<file path="src/rtl/mbc_pkg.sv">
package mbc_pkg;

  typedef enum logic [2:0] {
    ST_IDLE = 3'd0,
    ST_T1   = 3'd1,
    ST_T2   = 3'd2,
    ST_T3   = 3'd3,
    ST_TW   = 3'd4,
    ST_T4   = 3'd5
  } bus_st_e;

  typedef enum logic [1:0] {
    LN_WORD = 2'd0,
    LN_EVEN = 2'd1,
    LN_ODD  = 2'd2,
    LN_NONE = 2'd3
  } lane_e;

  // byte-lane choice from the high-bank enable and address bit 0
  function automatic lane_e lane_of(input logic bhe, input logic a0);
    case ({bhe, a0})
      2'b10:   return LN_WORD;
      2'b11:   return LN_ODD;
      2'b00:   return LN_EVEN;
      default: return LN_NONE;
    endcase
  endfunction

endpackage

</file>
<file path="src/rtl/mbc_seq.sv">
module mbc_seq
  import mbc_pkg::*;
#(
  parameter int AW = 20,
  parameter int DW = 16
) (
  input  logic          clk,
  input  logic          rst,
  input  logic          req_valid,
  input  logic [AW-1:0] req_addr,
  input  logic          req_bhe,
  input  logic          req_io,
  input  logic          req_write,
  input  logic [DW-1:0] req_wdata,
  input  logic          ready,
  output bus_st_e       st,
  output bus_st_e       st_nxt,
  output logic [AW-1:0] cur_addr,
  output logic          cur_bhe,
  output logic          cur_io,
  output logic          cur_write,
  output logic [DW-1:0] cur_wdata
);

  logic [AW-1:0] lat_addr;
  logic          lat_bhe;
  logic          lat_io;
  logic          lat_write;
  logic [DW-1:0] lat_wdata;
  logic          idle;

  assign idle = (st == ST_IDLE);

  always_comb begin
    st_nxt = st;
    case (st)
      ST_IDLE: if (req_valid) st_nxt = ST_T1;
      ST_T1:   st_nxt = ST_T2;
      ST_T2:   st_nxt = ST_T3;
      ST_T3:   st_nxt = ready ? ST_T4 : ST_TW;
      ST_TW:   st_nxt = ready ? ST_T4 : ST_TW;
      ST_T4:   st_nxt = ST_IDLE;
      default: st_nxt = ST_IDLE;
    endcase
  end

  always_ff @(posedge clk) begin
    if (rst) begin
      st        <= ST_IDLE;
      lat_addr  <= '0;
      lat_bhe   <= 1'b0;
      lat_io    <= 1'b0;
      lat_write <= 1'b0;
      lat_wdata <= '0;
    end else begin
      st <= st_nxt;
      if (idle && req_valid) begin
        lat_addr  <= req_addr;
        lat_bhe   <= req_bhe;
        lat_io    <= req_io;
        lat_write <= req_write;
        lat_wdata <= req_wdata;
      end
    end
  end

  // in idle the fields come straight from the request so T1 outputs can be registered
  assign cur_addr  = idle ? req_addr  : lat_addr;
  assign cur_bhe   = idle ? req_bhe   : lat_bhe;
  assign cur_io    = idle ? req_io    : lat_io;
  assign cur_write = idle ? req_write : lat_write;
  assign cur_wdata = idle ? req_wdata : lat_wdata;


  wait_ins_chk: assert property (@(posedge clk) disable iff (rst)
    ((st == ST_T3 || st == ST_TW) && !ready) |=> (st == ST_TW));


  wait_end_chk: assert property (@(posedge clk) disable iff (rst)
    ((st == ST_T3 || st == ST_TW) && ready) |=> (st == ST_T4));


  no_restart_chk: assert property (@(posedge clk) disable iff (rst)
    (st == ST_T1) |=> (st == ST_T2));


  hold_req_chk: assert property (@(posedge clk) disable iff (rst)
    (st == ST_T2) |=> $stable(lat_addr) && $stable(lat_write));

endmodule

</file>
<file path="src/rtl/mbc_lane.sv">
module mbc_lane
  import mbc_pkg::*;
#(
  parameter int DW = 16
) (
  input  logic          bhe,
  input  logic          a0,
  input  logic [DW-1:0] wdata,
  input  logic [DW-1:0] bus_in,
  output logic [DW-1:0] bus_wdata,
  output logic [DW-1:0] rd_word
);

  localparam int HB = DW / 2;

  lane_e lane;
  logic [DW-1:0] dup_low;

  assign lane = lane_of(bhe, a0);

  // low byte replicated onto every lane
  genvar g;
  generate
    for (g = 0; g < 2; g++) begin : g_dup
      assign dup_low[g*HB +: HB] = wdata[HB-1:0];
    end
  endgenerate

  always_comb begin
    bus_wdata = (lane == LN_WORD) ? wdata : dup_low;
    case (lane)
      LN_WORD: rd_word = bus_in;
      LN_ODD:  rd_word = {{(DW-HB){1'b0}}, bus_in[DW-1:HB]};
      LN_EVEN: rd_word = {{(DW-HB){1'b0}}, bus_in[HB-1:0]};
      default: rd_word = '0;
    endcase
  end

endmodule

</file>
<file path="src/rtl/mbc_drive.sv">
module mbc_drive
  import mbc_pkg::*;
#(
  parameter int AW = 20,
  parameter int DW = 16
) (
  input  logic             clk,
  input  logic             rst,
  input  bus_st_e          st,
  input  bus_st_e          st_nxt,
  input  logic [AW-1:0]    cur_addr,
  input  logic             cur_bhe,
  input  logic             cur_io,
  input  logic             cur_write,
  input  logic [DW-1:0]    bus_wdata,
  input  logic [DW-1:0]    rd_word,
  output logic [DW-1:0]    rsp_rdata,
  output logic             rsp_done,
  output logic [DW-1:0]    ad_out,
  output logic             ad_oe,
  output logic [AW-DW-1:0] a_hi,
  output logic             bhe_n,
  output logic             ale,
  output logic             rd_n,
  output logic             wr_n,
  output logic             den_n,
  output logic             dt_r,
  output logic             m_io
);

  localparam int HW = AW - DW;

  logic [HW-1:0] status;
  logic          strobe_ph;

  assign status    = {{(HW-2){1'b0}}, cur_write, cur_io};
  assign strobe_ph = (st_nxt == ST_T2) || (st_nxt == ST_T3) || (st_nxt == ST_TW);

  always_ff @(posedge clk) begin
    if (rst) begin
      rsp_rdata <= '0;
      rsp_done  <= 1'b0;
      ad_out    <= '0;
      ad_oe     <= 1'b0;
      a_hi      <= '0;
      bhe_n     <= 1'b1;
      ale       <= 1'b0;
      rd_n      <= 1'b1;
      wr_n      <= 1'b1;
      den_n     <= 1'b1;
      dt_r      <= 1'b0;
      m_io      <= 1'b0;
    end else begin
      rsp_done <= (st == ST_T4);
      if (st_nxt == ST_T4 && st != ST_T4 && !cur_write)
        rsp_rdata <= rd_word;
      ale   <= (st_nxt == ST_T1);
      rd_n  <= !(strobe_ph && !cur_write);
      wr_n  <= !(strobe_ph && cur_write);
      den_n <= !strobe_ph;
      case (st_nxt)
        ST_T1: begin
          ad_out <= cur_addr[DW-1:0];
          ad_oe  <= 1'b1;
          a_hi   <= cur_addr[AW-1:DW];
          bhe_n  <= !cur_bhe;
          dt_r   <= cur_write;
          m_io   <= !cur_io;
        end
        ST_T2, ST_T3, ST_TW, ST_T4: begin
          ad_out <= cur_write ? bus_wdata : '0;
          ad_oe  <= cur_write;
          a_hi   <= status;
          bhe_n  <= !cur_bhe;
          dt_r   <= cur_write;
          m_io   <= !cur_io;
        end
        default: begin
          ad_out <= '0;
          ad_oe  <= 1'b0;
          a_hi   <= '0;
          bhe_n  <= 1'b1;
        end
      endcase
    end
  end


  ale_once_chk: assert property (@(posedge clk) disable iff (rst)
    ale |=> !ale);


  strobe_excl_chk: assert property (@(posedge clk) disable iff (rst)
    !(!rd_n && !wr_n));


  den_addr_chk: assert property (@(posedge clk) disable iff (rst)
    ale |-> den_n);


  done_once_chk: assert property (@(posedge clk) disable iff (rst)
    rsp_done |=> !rsp_done);


  attr_stable_chk: assert property (@(posedge clk) disable iff (rst)
    (!rd_n || !wr_n) |-> $stable(bhe_n) && $stable(m_io) && $stable(dt_r));

endmodule

</file>
<file path="src/rtl/mbus_cycle_ctrl.sv">
module mbus_cycle_ctrl
  import mbc_pkg::*;
#(
  parameter int AW = 20,
  parameter int DW = 16
) (
  input  logic             clk,
  input  logic             rst,
  input  logic             req_valid,
  output logic             req_ready,
  input  logic [AW-1:0]    req_addr,
  input  logic             req_bhe,
  input  logic             req_io,
  input  logic             req_write,
  input  logic [DW-1:0]    req_wdata,
  output logic [DW-1:0]    rsp_rdata,
  output logic             rsp_done,
  output logic [DW-1:0]    ad_out,
  output logic             ad_oe,
  input  logic [DW-1:0]    ad_in,
  output logic [AW-DW-1:0] a_hi,
  output logic             bhe_n,
  output logic             ale,
  output logic             rd_n,
  output logic             wr_n,
  output logic             den_n,
  output logic             dt_r,
  output logic             m_io,
  input  logic             ready
);

  bus_st_e       st;
  bus_st_e       st_nxt;
  logic [AW-1:0] cur_addr;
  logic          cur_bhe;
  logic          cur_io;
  logic          cur_write;
  logic [DW-1:0] cur_wdata;
  logic [DW-1:0] bus_wdata;
  logic [DW-1:0] rd_word;

  assign req_ready = (st == ST_IDLE);

  mbc_seq #(.AW(AW), .DW(DW)) u_seq (
    .clk       (clk),
    .rst       (rst),
    .req_valid (req_valid),
    .req_addr  (req_addr),
    .req_bhe   (req_bhe),
    .req_io    (req_io),
    .req_write (req_write),
    .req_wdata (req_wdata),
    .ready     (ready),
    .st        (st),
    .st_nxt    (st_nxt),
    .cur_addr  (cur_addr),
    .cur_bhe   (cur_bhe),
    .cur_io    (cur_io),
    .cur_write (cur_write),
    .cur_wdata (cur_wdata)
  );

  mbc_lane #(.DW(DW)) u_lane (
    .bhe       (cur_bhe),
    .a0        (cur_addr[0]),
    .wdata     (cur_wdata),
    .bus_in    (ad_in),
    .bus_wdata (bus_wdata),
    .rd_word   (rd_word)
  );

  mbc_drive #(.AW(AW), .DW(DW)) u_drive (
    .clk       (clk),
    .rst       (rst),
    .st        (st),
    .st_nxt    (st_nxt),
    .cur_addr  (cur_addr),
    .cur_bhe   (cur_bhe),
    .cur_io    (cur_io),
    .cur_write (cur_write),
    .bus_wdata (bus_wdata),
    .rd_word   (rd_word),
    .rsp_rdata (rsp_rdata),
    .rsp_done  (rsp_done),
    .ad_out    (ad_out),
    .ad_oe     (ad_oe),
    .a_hi      (a_hi),
    .bhe_n     (bhe_n),
    .ale       (ale),
    .rd_n      (rd_n),
    .wr_n      (wr_n),
    .den_n     (den_n),
    .dt_r      (dt_r),
    .m_io      (m_io)
  );


  busy_ready_chk: assert property (@(posedge clk) disable iff (rst)
    ale |-> !req_ready);

endmodule

</file>
<file path="config.mk">
export PLATFORM = sky130hd
export DESIGN_NAME = mbus_cycle_ctrl
export DESIGN_NICKNAME = d
export VERILOG_FILES = /design/src/rtl/mbc_pkg.sv /design/src/rtl/mbc_seq.sv /design/src/rtl/mbc_lane.sv /design/src/rtl/mbc_drive.sv /design/src/rtl/mbus_cycle_ctrl.sv
export SDC_FILE = /design/constraint.sdc
export NUM_CORES = 1
export LEC_CHECK = 0
export BUFFER_PORTS_ARGS = -buffer_cell sky130_fd_sc_hd__clkbuf_2
export CAP_MARGIN = 20
export CORE_UTILIZATION = 48
export DETAILED_ROUTE_END_ITERATION = 7
export PLACE_DENSITY = 0.76
export SLEW_MARGIN = 30
export SYNTH_ARGS = -nofsm -noshare
export SYNTH_HDL_FRONTEND = slang
export SYNTH_HIERARCHICAL = 1
export SYNTH_SLANG_ARGS = --single-unit
export TNS_END_PERCENT = 5
</file>
<file path="constraint.sdc">
create_clock -name clk -period 2.2 [get_ports clk]
set_input_delay 0.33 -clock clk [delete_from_list [all_inputs] [get_ports clk]]
set_output_delay 0.33 -clock clk [all_outputs]
set_load 0.1 [all_outputs]
</file>
Yosys cells after proc, flatten, opt, wreduce, memory -nomap -nowiden
Cells that the tools add are included.

Flip-flop bits (word level): 87. Input bits: 59. Output and inout bits: 46. Logic and storage cells: 69.

Equality and inequality tests: 15. Muxes and demuxes: 15. Bitwise operators: 1. Reduce and logical (&&, ||, !) cells: 20.

Operator list (count): $mux 16 (3); $pmux 16 s3 (1); $pmux 16 s2 (1); $mux 20 (1); $eq 3x2->1 const B (4); $eq 3x3->1 const B (4); $pmux 3 s4 (1); $pmux 4 s2 (1); $eq 2x2->1 const B (3); $eq 3x1->1 const B (2); $logic_not 1->1 (6); $pmux 2 s3 (1); $logic_and 1x1->1 (5); $reduce_or 5->1 (1); $logic_not 2->1 (2); $mux 1 (4); $reduce_or 2->1 (2); $reduce_or 4->1 (1); $logic_not 3->1 (1); $mux 3 (1); $ne 3x3->1 const B (1); $eq 2x1->1 const B (1); $logic_or 1x1->1 (2); $pmux 1 s2 (1); $not 1->1 (1).

Depth between registers and ports, before layout
Gate-level depths: netlist of run 1.

Word-level depth: 8. Gate-level depth with buffers: 10. Mapped depth without buffers: 7.

Modules after synthesis
The synthesis of run 1 kept the hierarchy.

Modules (own cells, without submodules): mbc_seq (times used 1, cells an instance 233, area an instance 2003.2 um^2, seq. area each 840.8 um^2); mbc_drive (times used 1, cells an instance 169, area an instance 1707.9 um^2, seq. area each 900.9 um^2); mbc_lane (times used 1, cells an instance 38, area an instance 350.3 um^2, seq. area each 0.0 um^2); mbus_cycle_ctrl (times used 1, cells an instance 1, area an instance 10.0 um^2, seq. area each 0.0 um^2).

Least setup slack after synthesis of run 1
No wires, ideal clock.

Kind: register to register. Start: reg u_seq.st[1]. End: reg u_drive.rsp_rdata[10]. Arrival: 2.177 ns. Slack: -0.048 ns. Stages on the path, launching flop included: 10. Path buffers: 4. Clock period less this slack: 2.248 ns. Cells stage by stage: dfxtp_1 -> buf_2 -> nor3_2 -> buf_2 -> mux2_2 -> nor4bb_1 -> o21a_1 -> buf_4 -> buf_4 -> mux2i_1.

RTL lines: start, declared (RTL line mbc_seq.sv:16) `output bus_st_e st,`; start signal, assigned (RTL line mbc_seq.sv:56) `st <= st_nxt;`; $logic_not 3->1 (RTL line mbc_seq.sv:32) `assign idle = (st == ST_IDLE);`; $mux 1 (RTL line mbc_seq.sv:71) `assign cur_write = idle ? req_write : lat_write;`; named net cur_write (RTL line mbus_cycle_ctrl.sv:37) `logic cur_write;`; $logic_not 1->1 (RTL line mbc_drive.sv:55) `if (st_nxt == ST_T4 && st != ST_T4 && !cur_write)`; $logic_and 1x1->1 (RTL line mbc_drive.sv:55); end signal, assigned (RTL line mbc_drive.sv:56) `rsp_rdata <= rd_word;`; end, declared (RTL line mbc_drive.sv:17) `output logic [DW-1:0] rsp_rdata,`.

The timed path passes the listed nets, and every way through them passes these cells. A chain may end at the register's enable or synchronous reset.

Final worst setup path of run 1
Start: reg u_seq.st[0]. End: reg u_drive.rsp_rdata[2].

Same word-level chain as after synthesis.

==> flow_summary_export.csv, run 1 <==
group,metric,value,unit
detailed_routing,drt-initial-drc-count,182,
pwr,switching_share,40.4,%
cells_and_area,final_area,0.00483,mm^2
clock_network,cts_tree,"built",
cells_and_area,layout-drive-gt1-share,35.9,%
worst_setup_path,rr_endpoint,"u_drive/rsp_rdata[2]",
outcome,status,"finished, final reports clean",
synthesis,synth_warnings,6,
synthesis,avgSynthCellArea,9.23,um^2
pwr,ir_worst_vdd,629,uV
place,gp_congestion,0.790,
cells_and_area,mostFrequentLayoutCell,"clkbuf_2",
pwr,p_switching,0.00205,W
cells_and_area,multi_input_area,0.00209,mm^2
floorplanning,rows,33,
pwr,cellInternalPower,0.00303,W
synthesis,syn_inst,441,
timing,fmax,476,MHz
worst_setup_path,r2r_cells,6,
timing,layout_min_cycle_time,2.10,ns
clock_network,clkSinkCount,87,
synthesis,synth_edf_count,0,
synthesis,ys.flop_type,"dfxtp_1",
timing,fin_crit_sh,95.5,%
floorplanning,die_w,94.1,um
cells_and_area,syn_to_final_growth,18.5,%
worst_setup_path,crit_path_end_kind,"flop",
worst_setup_path,crit_arrival,2.37,ns
worst_setup_path,cp_data_required_time,2.47,ns
floorplanning,die_y,94.1,um
timing,fin_skew,0.0123,ns
synthesis,synth.distinct_cells,40,
detailed_routing,vias_per_cell,5.15,
synthesis,synth.ff_latch_count,87,
detailed_routing,wl_per_cell,14.6,um
clock_network,cts_htree_levels,3,
cells_and_area,stdcell_count,642,
detailed_routing,via_count,3309,
worst_setup_path,critPathKind,"flop to flop",
worst_setup_path,worstReg2RegStart,"u_seq/st[0]",
place,placed_cells,624,
place,dpl.hpwl,6500,um
pwr,pwr-share-seq,36.1,%
global_routing,antenna_found_initial,0,
synthesis,syn_area,0.00407,mm^2
detailed_routing,dr.pass1.iters,4,
synthesis,async_flop_share,0,%
global_routing,grt_pass1_wl,15100,um
global_routing,grt_pass1_vias,3207,
worst_hold_path,hold_path_startpoint,"req_addr[14]",
floorplanning,pin_count,105,
worst_setup_path,path_max_fanout,16,
worst_hold_path,min_path_cells,3,
cells_and_area,seqCellArea,0.00174,mm^2
detailed_routing,wl,9360,um
synthesis,synthTopCellsByArea,"dfxtp_1 43%, mux2_2 11%, nand2_1 7.5%",
floorplanning,die-area,0.00885,mm^2
cells_and_area,mostFrequentLayoutCells,"104 x clkbuf_2, 86 x dfxtp_1, 81 x nand2_1",
pwr,leakagePower,2.04,nW
clock_network,clockBufferDepth,2,
job,max_cap_violations,0,
pwr,comb_power_share,42.6,%
place,placement.cell_area,0.00461,mm^2
synthesis,synth_area_leader_cell,"dfxtp_1",
timing,worstMarginPinSlew,0.562,ns
timing,worst_slack,0.0995,ns
timing,rsz0062_at_grt,"no",
worst_setup_path,r2r_slack,0.1,ns
worst_setup_path,cp-start-kind,"flop",
worst_hold_path,hold_class,"input pin to flop",
floorplanning,initial_utilization,49.6,%
global_routing,track_usage,22.0,%
clock_network,clk_pin_slew,0.09,ns
worst_setup_path,setup.worst_path.start,"u_seq/st[0]",
pwr,finalPower,0.00509,W
global_routing,gr-total-overflow,0,
clock_network,clk_root_buffer_cell,"clkbuf_8",
synthesis,synth_nets,501,
place,io_buffers,104,
place,place_ws,0.0970,ns
global_routing,grt_max_degree,40,
floorplanning,core-area,0.00822,mm^2
timing,setup_viol,0,
cells_and_area,nFillCells,742,
detailed_routing,ant_nets,0,
detailed_routing,drc,0,
clock_network,clk_latency,0.35,ns
synthesis,netlist.area_leader.share,42.8,%
cells_and_area,diodes,0,
timing,slew_headroom,62.7,%
worst_hold_path,hold_end,"u_seq/lat_addr[14]",
pwr,p_per_area,1050,mW/mm^2
timing,hold_viol,0,
clock_network,cts_made_buffers,9,
pwr,clkPwrFrac,21.3,%
timing,whs,0.204,ns
synthesis,ys_seq_area_share,42.8,%
cells_and_area,layout.nets,592,
timing,maxSlewViolCount,0,
[registers in the layout (all words and copies together) (netlist names)]
signal             count
u_drive/a_hi           4
u_drive/ad_oe          1
u_drive/ad_out        16
u_drive/ale            1
u_drive/bhe_n          1
u_drive/den_n          1
u_drive/dt_r           1
u_drive/m_io           1
u_drive/rd_n           1
u_drive/rsp_done       1
u_drive/rsp_rdata     16
u_drive/wr_n           1
u_seq/lat_addr        20
u_seq/lat_bhe          1
u_seq/lat_io           1
u_seq/lat_wdata       16
u_seq/lat_write        1
u_seq/st               3
[through the flow]
step	utilization (%)	TNS [ns]
2_1_floorplan	-	-0.0555
3_3_place_gp	56.1	0
3_5_place_dp	56.1	0
4_1_cts	58.5	0
5_1_grt	58.7	0
6_report	58.7	0
[worst max path at each step]
stage	slack (ns)	depth (start not counted)	end
finish	0.1	6	u_drive/rsp_rdata[2]
global route	0.01	6	u_drive/rsp_rdata[1]
CTS	0.08	6	u_drive/rsp_rdata[2]
detailed placement	0.1	6	u_drive/rsp_rdata[2]
global placement	0.18	6	u_drive/ad_out[9]
floorplan	-0.006	9	u_drive/rsp_rdata[10]
[layer usage]
layer	vias up	routed length, um	global-route usage (%)
met1	1548	4150	27.8
li1	1662	-	-
met3	7	487	4.69
met4	0	79	9.87
met5	-	0	0
met2	92	4650	35.9
[power groups by stage]
| stage | registers, W | clock network [W] | logic [W] |
|---|---|---|---|
| final | 0.00183 | 0.00108 | 0.00217 |
| after detailed placement | 0.00187 | 0 | 0.00214 |
| after CTS | 0.00184 | 0.00111 | 0.00215 |
| after floorplan | 0.00249 | 0 | 0.00119 |
| after global routing | 0.00185 | 0.00118 | 0.00231 |
| after global placement | 0.00186 | 0 | 0.00211 |
[timing repair]
action | CTS | global route
gates resized for setup | 0 | 2
buffers inserted | 0 | 2
endpoints found under the setup margin | 0 | 11
hold buffers | 0 | 0
[synth_stat cells, types with 2 or more instances]
library cell and number:
nor3_2 2, buf_2 12, nand2b_1 34, nand2_1 81, a22o_1 8, mux2_4 8
a21oi_1 44, nand3_1 2, nor3_1 2, inv_1 3, and2_1 10, mux2i_1 16
a21o_1 2, buf_4 12, nor2_1 22, buf_6 5, dfxtp_1 87, o21bai_1 2
a22oi_1 16, nor2b_1 4, clkbuf_1 12, mux2_2 39
[cells by family after synthesis]
group / share of synthesized area, %
compound gates: 11.7
xor+xnor: 0.215
fa+ha+maj: 0.307
buf+inv: 6.45
flops: 42.8
mux: 17.7
simple gates: 20.9
[worst max-delay path, cell delays in order, from the launching register on]
cell and delay (ns):
dfxtp_1 0.40, nor3_4 0.32, mux2_2 0.41, nor4bb_2 0.30, o21a_1 0.20, buf_12 0.18, mux2i_1 0.22
[final cells by class]
type | instances | share of cell area [%]
clock buffer | 13 | 3.09
sequential | 87 | 36.1
tap | 105 | 2.72
timing repair buffer | 121 | 13.7
multi-input combinational | 310 | 43.3
clock inverter | 3 | 0.882
inverter | 3 | 0.233
(Power assumes the default switching activity.)
==> inputs of run 2 (changes only) <==
Settings changed: CORE_UTILIZATION 48 to 42, PLACE_DENSITY 0.76 to 0.74, SYNTH_HIERARCHICAL 1 to default.
==> run 2 against run 1 <==
Sequential share of layout area is 4.0 points higher. Die area is 26% lower. Clock-buffer cell count is 3 lower. Critical path depth is 1 lower. Setup slack better by 0.093 ns. Largest power group is now registers.
==> flow_summary_export.csv, run 2 <==
group,metric,value,unit
cells_and_area,syn_to_final_growth,30.2,%
detailed_routing,drc,0,
floorplanning,die_y,80.7,um
global_routing,grt_pass1_vias,2082,
timing,worstMarginPinSlew,0.607,ns
clock_network,cts_resized,0,
clock_network,cts_setup_buffers,0,
cells_and_area,diodes,0,
worst_setup_path,r2r_cells,5,
synthesis,synth_edf_count,0,
timing,slew_headroom,58.4,%
worst_setup_path,r2r_slack,0.19,ns
clock_network,clk_latency,0.34,ns
cells_and_area,layout.nets,448,
clock_network,cts_tree,"built",
cells_and_area,layout-drive-gt1-share,34.8,%
synthesis,synth.ff_latch_count,68,
place,io_buffers,104,
floorplanning,rows,28,
timing,rsz0062_at_grt,"no",
worst_setup_path,setup.worst_path.start,"u_seq.st[0]",
floorplanning,pin_count,105,
global_routing,antenna_found_initial,0,
timing,layout_min_cycle_time,2.01,ns
timing,fin_skew,0.00938,ns
worst_setup_path,crit_arrival,2.27,ns
clock_network,clkSinkCount,68,
timing,finalSetupTns,0,ns
global_routing,grt_pass1_wl,9740,um
floorplanning,die-area,0.00651,mm^2
cells_and_area,stdcell_count,469,
synthesis,synthTopCellsByArea,"dfxtp_1 52%, nand2_1 11%, a21oi_1 6.5%",
place,placed_cells,453,
synthesis,synth.distinct_cells,40,
worst_setup_path,worstReg2RegStart,"u_seq.st[0]",
job,max_cap_violations,0,
timing,setup_viol,0,
detailed_routing,ant_nets,0,
worst_setup_path,cp_data_required_time,2.46,ns
clock_network,clk_root_buffer_cell,"clkbuf_8",
worst_setup_path,cp-start-kind,"flop",
clock_network,ctsHoldBuffers,0,
synthesis,ys.flop_type,"dfxtp_1",
place,dpl.hpwl,4630,um
floorplanning,core-area,0.00596,mm^2
pwr,leakagePower,1.49,nW
synthesis,avgSynthCellArea,8.97,um^2
global_routing,gr-total-overflow,0,
worst_setup_path,critPathKind,"flop to flop",
timing,fin_crit_sh,91.3,%
clock_network,cts_htree_levels,3,
floorplanning,die_w,80.7,um
clock_network,clockBufferDepth,2,
detailed_routing,via_count,2346,
detailed_routing,dr.pass1.iters,6,
floorplanning,initial_utilization,43.7,%
worst_setup_path,rr_endpoint,"u_drive.rsp_rdata[4]",
worst_setup_path,crit_path_end,"u_drive.rsp_rdata[4]",
global_routing,grt_max_degree,39,
cells_and_area,fin_util,56.9,%
detailed_routing,wl,6380,um
synthesis,netlist.area_leader.share,52.3,%
synthesis,synth_nets,349,
clock_network,cts_made_buffers,9,
cells_and_area,mostFrequentLayoutCell,"clkbuf_2",
synthesis,synth_area_leader_cell,"dfxtp_1",
detailed_routing,wl_per_cell,13.6,um
pwr,ir_worst_vdd,624,uV
worst_hold_path,hold_path_startpoint,"req_addr[19]",
synthesis,synth_commonest_cells,"73 x nand2_1, 68 x dfxtp_1, 34 x a21oi_1, 15 x nor2_1, 12 x mux2i_1",
synthesis,synth_most_common_cell,"nand2_1",
synthesis,synth_warnings,0,
pwr,finalPower,0.00358,W
timing,fmax,498,MHz
clock_network,clk_pin_slew,0.08,ns
place,gp_congestion,0.799,
worst_setup_path,crit_path_end_kind,"flop",
detailed_routing,drt-initial-drc-count,175,
worst_setup_path,path_max_fanout,10,
cells_and_area,mostFrequentLayoutCells,"103 x clkbuf_2, 73 x nand2_1, 68 x dfxtp_1",
synthesis,async_flop_share,0,%
outcome,status,"finished, final reports clean",
pwr,p_per_area,1060,mW/mm^2
global_routing,track_usage,19.7,%
timing,hold_viol,0,
worst_hold_path,hold_class,"input pin to flop",
synthesis,syn_area,0.00260,mm^2
timing,maxSlewViolCount,0,
detailed_routing,vias_per_cell,5.00,
synthesis,ys_seq_area_share,52.3,%
synthesis,syn_inst,290,
cells_and_area,largest_registers,"u_drive.ad_out (16), u_drive.rsp_rdata (16), u_seq.lat_wdata (16)",
[run 2: power breakdown]
group	switching, W	internal [W]
clock network	0.000481	0.000669
registers	0.0000687	0.00133
logic	0.000762	0.000263
total	0.00131	0.00227
[run 2: cell type report]
type	instances	area [um^2]
flip-flops and latches	68	1360
clock inverters	6	87.6
inverters	3	12.5
multi-input cells	196	1100
fillers	550	2570
well taps	75	93.8
repair buffers	111	601
clock buffers	10	138
[run 2: worst max-delay path, stage by stage, from the launching register on]
cell      delay, ns
dfxtp_1        0.39
or3_1          0.43
clkinv_2       0.16
mux2i_1        0.56
a221oi_1       0.17
nor3_1         0.22
[run 2: how the worst min path moves through the flow]
stage          slack [ns]             endpoint  cells after the start
2_1_floorplan        0.41         u_drive.wr_n                      1
3_3_place_gp         0.45   u_seq.lat_wdata[9]                      2
3_5_place_dp         0.46  u_seq.lat_wdata[14]                      2
4_1_cts              0.18      u_drive.a_hi[3]                      2
5_1_grt              0.19      u_drive.a_hi[3]                      2
6_report             0.19      u_drive.a_hi[3]                      2
[run 2: per-layer routing]
metal / vias up / GRT usage [%] / wire length (um)
met5: - / 0 / 0
met4: 0 / 11.1 / 164
met3: 13 / 4.20 / 372
met2: 82 / 28.4 / 2830
li1: 1188 / - / -
met1: 1063 / 27.0 / 3010
[run 2: cells by family after synthesis]
logic type,after synthesis,synth area share (%)
AND/OR/NAND/NOR,114,19.1
flip-flops,68,52.3
AO/OA/AOI/OAI,67,17.1
buffers and inverters,26,5.58
multiplexers,14,5.58
XOR/XNOR,1,0.337
[run 2: through the flow]
step                      hold slack [ns]  instance area [um^2]  setup WS, ns
after floorplan                     0.411                  2600        0.0950
after global placement              0.452                  3160         0.285
after detailed placement            0.459                  3160         0.209
after CTS                           0.178                  3390         0.220
after global routing                0.193                  3390        0.0167
final                               0.191                  3390         0.192
